## src/rtl/ccs_pkg.sv

```systemverilog
package ccs_pkg;
  typedef enum logic [2:0] {
    SRC_STOP   = 3'd0,
    SRC_STROBE = 3'd1,
    SRC_XT_Q   = 3'd2,
    SRC_XT_H   = 3'd3,
    SRC_RC_H   = 3'd4,
    SRC_XT_F   = 3'd5
  } src_e;

  function automatic logic src_uses_xtal(input src_e s);
    return (s == SRC_XT_Q) || (s == SRC_XT_H) || (s == SRC_XT_F);
  endfunction
endpackage

```

## src/rtl/ccs_src_map.sv

```systemverilog
module ccs_src_map
  import ccs_pkg::*;
(
  input  logic       sel_strobe,
  input  logic [1:0] div_code,
  input  logic       low_pwr,
  output src_e       card_req,
  output src_e       host_req
);
  always_comb begin
    if (low_pwr) begin
      card_req = SRC_STOP;
    end else if (sel_strobe) begin
      card_req = SRC_STROBE;
    end else begin
      unique case (div_code)
        2'b00:   card_req = SRC_XT_Q;
        2'b01:   card_req = SRC_XT_H;
        2'b10:   card_req = SRC_RC_H;
        default: card_req = SRC_STOP;
      endcase
    end
  end

  always_comb begin
    if (low_pwr || (div_code == 2'b10)) host_req = SRC_RC_H;
    else                                host_req = SRC_XT_F;
  end
endmodule

```

## src/rtl/ccs_clk_gen.sv

```systemverilog
module ccs_clk_gen
  import ccs_pkg::*;
#(
  parameter int XT_Q_DIV = 4,
  parameter int XT_H_DIV = 2,
  parameter int RC_H_DIV = 2,
  parameter int XT_F_DIV = 1,
  parameter int CNT_W    = 3
) (
  input  logic clk,
  input  logic rst,
  input  src_e req,
  input  logic strobe_i,
  input  logic xtal_tick,
  input  logic rc_tick,
  output logic clk_q
);
  src_e             cur;
  logic [CNT_W-1:0] cnt;
  logic [CNT_W-1:0] last;
  logic             tick;
  logic             swap;

  always_comb begin
    unique case (cur)
      SRC_XT_Q: last = CNT_W'(XT_Q_DIV - 1);
      SRC_XT_H: last = CNT_W'(XT_H_DIV - 1);
      SRC_RC_H: last = CNT_W'(RC_H_DIV - 1);
      SRC_XT_F: last = CNT_W'(XT_F_DIV - 1);
      default:  last = '0;
    endcase
    tick = src_uses_xtal(cur) ? xtal_tick : rc_tick;
    swap = (cur != req) && !clk_q;
  end

  always_ff @(posedge clk) begin
    if (rst) begin
      cur   <= SRC_STOP;
      cnt   <= '0;
      clk_q <= 1'b0;
    end else if (swap) begin
      cur   <= req;
      cnt   <= '0;
      clk_q <= 1'b0;
    end else begin
      unique case (cur)
        SRC_STOP:   clk_q <= 1'b0;
        SRC_STROBE: clk_q <= strobe_i;
        default: begin
          if (tick) begin
            if (cnt == last) begin
              cnt   <= '0;
              clk_q <= ~clk_q;
            end else begin
              cnt <= cnt + 1'b1;
            end
          end
        end
      endcase
    end
  end
endmodule

```

## src/rtl/card_clk_sel.sv

```systemverilog
module card_clk_sel
  import ccs_pkg::*;
#(
  parameter int XT_SLOW_DIV = 4,
  parameter int XT_FAST_DIV = 2,
  parameter int RC_DIV      = 2
) (
  input  logic       clk,
  input  logic       rst,
  input  logic       sel_strobe,
  input  logic [1:0] div_code,
  input  logic       low_pwr,
  input  logic       strobe_i,
  input  logic       xtal_tick,
  input  logic       rc_tick,
  output logic       card_clk,
  output logic       host_clk
);
  localparam int MAX_DIV = (XT_SLOW_DIV > XT_FAST_DIV) ?
                           ((XT_SLOW_DIV > RC_DIV) ? XT_SLOW_DIV : RC_DIV) :
                           ((XT_FAST_DIV > RC_DIV) ? XT_FAST_DIV : RC_DIV);
  localparam int CNT_W = $clog2(MAX_DIV) + 1;

  src_e card_req;
  src_e host_req;

  ccs_src_map u_map (
    .sel_strobe (sel_strobe),
    .div_code   (div_code),
    .low_pwr    (low_pwr),
    .card_req   (card_req),
    .host_req   (host_req)
  );

  ccs_clk_gen #(
    .XT_Q_DIV (XT_SLOW_DIV),
    .XT_H_DIV (XT_FAST_DIV),
    .RC_H_DIV (RC_DIV),
    .XT_F_DIV (1),
    .CNT_W    (CNT_W)
  ) u_card (
    .clk       (clk),
    .rst       (rst),
    .req       (card_req),
    .strobe_i  (strobe_i),
    .xtal_tick (xtal_tick),
    .rc_tick   (rc_tick),
    .clk_q     (card_clk)
  );

  ccs_clk_gen #(
    .XT_Q_DIV (XT_SLOW_DIV),
    .XT_H_DIV (XT_FAST_DIV),
    .RC_H_DIV (RC_DIV),
    .XT_F_DIV (1),
    .CNT_W    (CNT_W)
  ) u_host (
    .clk       (clk),
    .rst       (rst),
    .req       (host_req),
    .strobe_i  (1'b0),
    .xtal_tick (xtal_tick),
    .rc_tick   (rc_tick),
    .clk_q     (host_clk)
  );
endmodule

```

## config.mk

```make
export PLATFORM = sky130hd
export DESIGN_NAME = card_clk_sel
export DESIGN_NICKNAME = d
export VERILOG_FILES = /design/src/rtl/ccs_pkg.sv /design/src/rtl/ccs_src_map.sv /design/src/rtl/ccs_clk_gen.sv /design/src/rtl/card_clk_sel.sv
export SDC_FILE = /design/constraint.sdc
export NUM_CORES = 1
export LEC_CHECK = 0
export BUFFER_PORTS_ARGS = -buffer_cell sky130_fd_sc_hd__buf_2
export CORE_MARGIN = 10
export CORE_UTILIZATION = 59
export DETAILED_ROUTE_END_ITERATION = 8
export GPL_TIMING_DRIVEN = 0
export MAX_ROUTING_LAYER = met4
export PLACE_DENSITY = 0.81
export SYNTH_ARGS = -nofsm -noshare
export SYNTH_HDL_FRONTEND = slang
export SYNTH_SLANG_ARGS = --single-unit
```

## constraint.sdc

```tcl
create_clock -name clk -period 3.5 [get_ports clk]
set_input_delay 0.7 -clock clk [delete_from_list [all_inputs] [get_ports clk]]
set_output_delay 0.7 -clock clk [all_outputs]
set_load 0.02 [all_outputs]
```

==> key figures <==
Timing
  – Min cycle time layout: 1.75 ns
  – Final clock period utilization by the worst path: 0.501
  – Pins over their slew limit: 0
  – Setup TNS Final: 0 ns
  – Maximum clock rate: 571 MHz
  – Final hold viol count: 0
  – Slew Limit Headroom: 0.658
  – Setup repair after global routing missed its margin: no
  – Post-route worst hold slack: 0.521 ns
  – Fin Clk Skew: 0.00540 ns
  – Number of setup violations in the final report: 0
  – Slew of the pin with the lowest slew margin: 0.513 ns

Hold path
  – Type of the most critical hold path: flip-flop to flip-flop
  – Min-Delay Path Depth: 2

Logic synthesis
  – Dominant cell type by area after synthesis: dfxtp_1
  – Synthesized area: 866 um2
  – Number of instances in the synthesized netlist: 109
  – Top_reg_cell synth: dfxtp_1
  – Number of library cell types mapped by synthesis: 43
  – Share of async-settable or async-resettable flops after synthesis: 0
  – Share of synthesized area occupied by flip-flops and latches: 0.301
  – Number of enable-type register cells in the synthesized netlist: 0
  – Avg Synthesized Cell Area: 7.94 um2
  – Cell types with the largest area share after synthesis: dfxtp_1 30%, a21oi_1 5.2%, nand2_1 5.2%
  – Most used standard cell by instance count after synthesis: dfxtp_1
  – Register bit total from synthesis: 13
  – Top cells by instance count after synthesis: 13 x dfxtp_1, 12 x nand2_1, 10 x nor2_1, 9 x a21oi_1, 5 x nor2b_1
  – Syn_nets: 120
  – Synth top area share: 0.301
  – Number of warnings printed during yosys synthesis: 0

Critical path
  – Slowest cell on crit path: a221oi_2
  – Delay of the slowest critical-path stage: 0.48 ns
  – Critical Path AT: 1.97 ns
  – Largest fanout on the critical path: 6
  – Total buffers and inverters traversed by the critical path: 1
  – Crit path max-delay family: compound AO/OA/AOI/OAI gates
  – Required time reported for the critical path endpoint: 3.72 ns
  – CP Capture Type: flip-flop
  – Worst reg-to-reg path cell count: 6
  – Worst Setup Path Type: input pin to flip-flop
  – Critical Path Source Type: input pin
  – Crit. path cell count: 6
  – Ordered list of cells on the worst path: buf_2 > and4bb_1 > o21ai_1 > a221oi_2 > nand2b_2 > a211oi_2

CTS
  – H-tree depth reported by CTS: 1
  – Clock latency of the later-clocked register in the worst-skew pair: 0.29 ns
  – Post-cts sizing count: 0
  – Hold Buf Count CTS: 0
  – Buffers from clock root to sink, at most: 2
  – Worst-path clk slew: 0.09 ns
  – Clock tree from TritonCTS: built
  – # Post-CTS Setup Buffers: 0
  – Clock tree root driver cell: clkbuf_4
  – Number of sinks on the clock net: 13
  – Number of buffers created by CTS: 3

Pwr
  – Total power after layout: 0.309 mW
  – Power share of the combinational group: 0.177
  – Pint: 0.219 mW
  – Power density relative to cell area: 321 mW/mm2
  – Largest voltage drop on the vdd net: 0.165 mV
  – Clock Power Share: 0.320
  – Reported net switching power: 0.0890 mW
  – Switching fraction of total power: 0.289
  – Static power due to leakage: 0.371 nW
  – Sequential share of power: 0.503

Job
  – Max-cap violations: 0

Floorplanning
  – Die height: 58.3 um
  – Standard cell core area: 0.00135 mm2
  – Die Footprint: 0.00340 mm2
  – I/O Pins: 11
  – FP Rows: 13
  – Initial core utilization: 0.641
  – Width of the die: 58.3 um

Route
  – Total DRC errors in the routed layout: 0
  – Remaining number of nets flagged by the antenna check after routing: 0
  – Final Routed Wirelength: 1790 um
  – Post-DR wirelength/cell: 13.0 um
  – Starting DRT DRC Count: 20
  – Number of optimization iterations in the first detailed-route pass: 4
  – Total number of vias: 837
  – Routed vias/inst: 6.07

Cells and area
  – Fillers: 122
  – Area Growth Syn to Fin: 11.0%
  – Layout cell share with drive strength beyond 1: 0.179
  – Number of diodes added for antenna fixing: 0
  – Post-layout util: 0.712
  – Nets@finish: 135

Placed design
  – Weighted congestion reported at the end of routability-driven placement: 0.749
  – Port bufs: 10
  – Final HPWL from detailed placement: 1410 um

GRT
  – Antenna violations before repair: 0
  – Overflow left after global routing: 0
  – Pin count of the biggest net entering global routing: 11
  – Total track usage: 0.116
  – First-pass GRT wire length: 3110 um
  – Vias in the first global route: 736

Status
  – Status: finished, final reports clean
## worst register-to-register path, stage by stage, from the launching register on
cell      delay (ns)
dfxtp_1         0.34
buf_6           0.14
nor2_1          0.25
a21oi_2         0.09
a221oi_2        0.48
nand2b_2        0.14
a211oi_2        0.20
## per-layer routing
metal  routed length, um  global-route usage  share of wire
met1                 838               0.134           0.47
met2                 837               0.182           0.47
met3                  79              0.0258          0.044
met4                  36              0.0604          0.020
met5                   0                   -              0
## through the flow
stage          cells  setup WS [ns]  cell area, um2
2_1_floorplan    109           1.68             866
3_3_place_gp     134           1.49             935
3_5_place_dp     134           1.46             935
4_1_cts          138           1.75             961
5_1_grt          138           1.62             961
6_report         138           1.75             961
## placed cells by master, fill, tap and decap left out, types with 2 or more instances in the layout
cell       n
xor2_1     2
nor3_1     3
buf_2     11
o21ai_1    3
o21ai_0    2
ha_1       2
nor2_1    10
nand2_1   12
dfxtp_1   13
nand3_1    4
a31oi_1    2
inv_1      4
a21oi_1    9
or3_1      4
nand3b_1   4
clkbuf_4   3
buf_6      2
o211ai_1   2
nor2b_1    5
## area by class of cell
type / count / area [um2] / area share
buffer: 3 / 27.5 / 0.0286
inverter: 4 / 15.0 / 0.0156
timing repair buffer: 10 / 50.0 / 0.0521
tap: 15 / 18.8 / 0.0195
multi-input combinational: 89 / 563 / 0.586
sequential: 13 / 260 / 0.271
clock buffer: 4 / 26.3 / 0.0273
## power groups by stage
stage / Combinational [mW] / Sequential, mW / Clock [mW]
2_1_floorplan: 0.0381 / 0.159 / 0
3_3_place_gp: 0.0527 / 0.158 / 0
3_5_place_dp: 0.0545 / 0.159 / 0
4_1_cts: 0.0548 / 0.155 / 0.101
5_1_grt: 0.0618 / 0.156 / 0.107
6_report: 0.0547 / 0.155 / 0.0986
## state kept, by name (all words and copies together) (netlist names)
register and count:
u_card.cur 3, u_card.clk_q 1, u_host.clk_q 1, u_card.cnt 3
u_host.cnt 3, u_host.cur 2
## path summary, 6_finish.rpt
| check | from | to | slack, ns |
|---|---|---|---|
| worst max register to register | u_card.cur[1]$_SDFFE_PP0P_ | u_card.cnt[2]$_SDFFE_PP0P_ | 1.80 |
| worst max-delay path | div_code[0] | u_card.cnt[2]$_SDFFE_PP0P_ | 1.75 |
| worst min-delay path | u_card.cnt[1]$_SDFFE_PP0P_ | u_card.cnt[1]$_SDFFE_PP0P_ | 0.52 |
| worst min register to register | u_card.cnt[1]$_SDFFE_PP0P_ | u_card.cnt[1]$_SDFFE_PP0P_ | 0.52 |
## kinds of logic (layout without fill, tap and decap cells)
kind of cell    after synthesis  count (layout)  share of synthesized area
compound gates               31              31                      0.254
xor+xnor                      3               3                     0.0304
fa+ha+maj                     2               2                     0.0289
buf+inv                       7              21                     0.0491
flops                        13              13                      0.301
mux                           1               1                     0.0116
simple gates                 52              52                      0.325
Power figures use the tool's default switching activity.
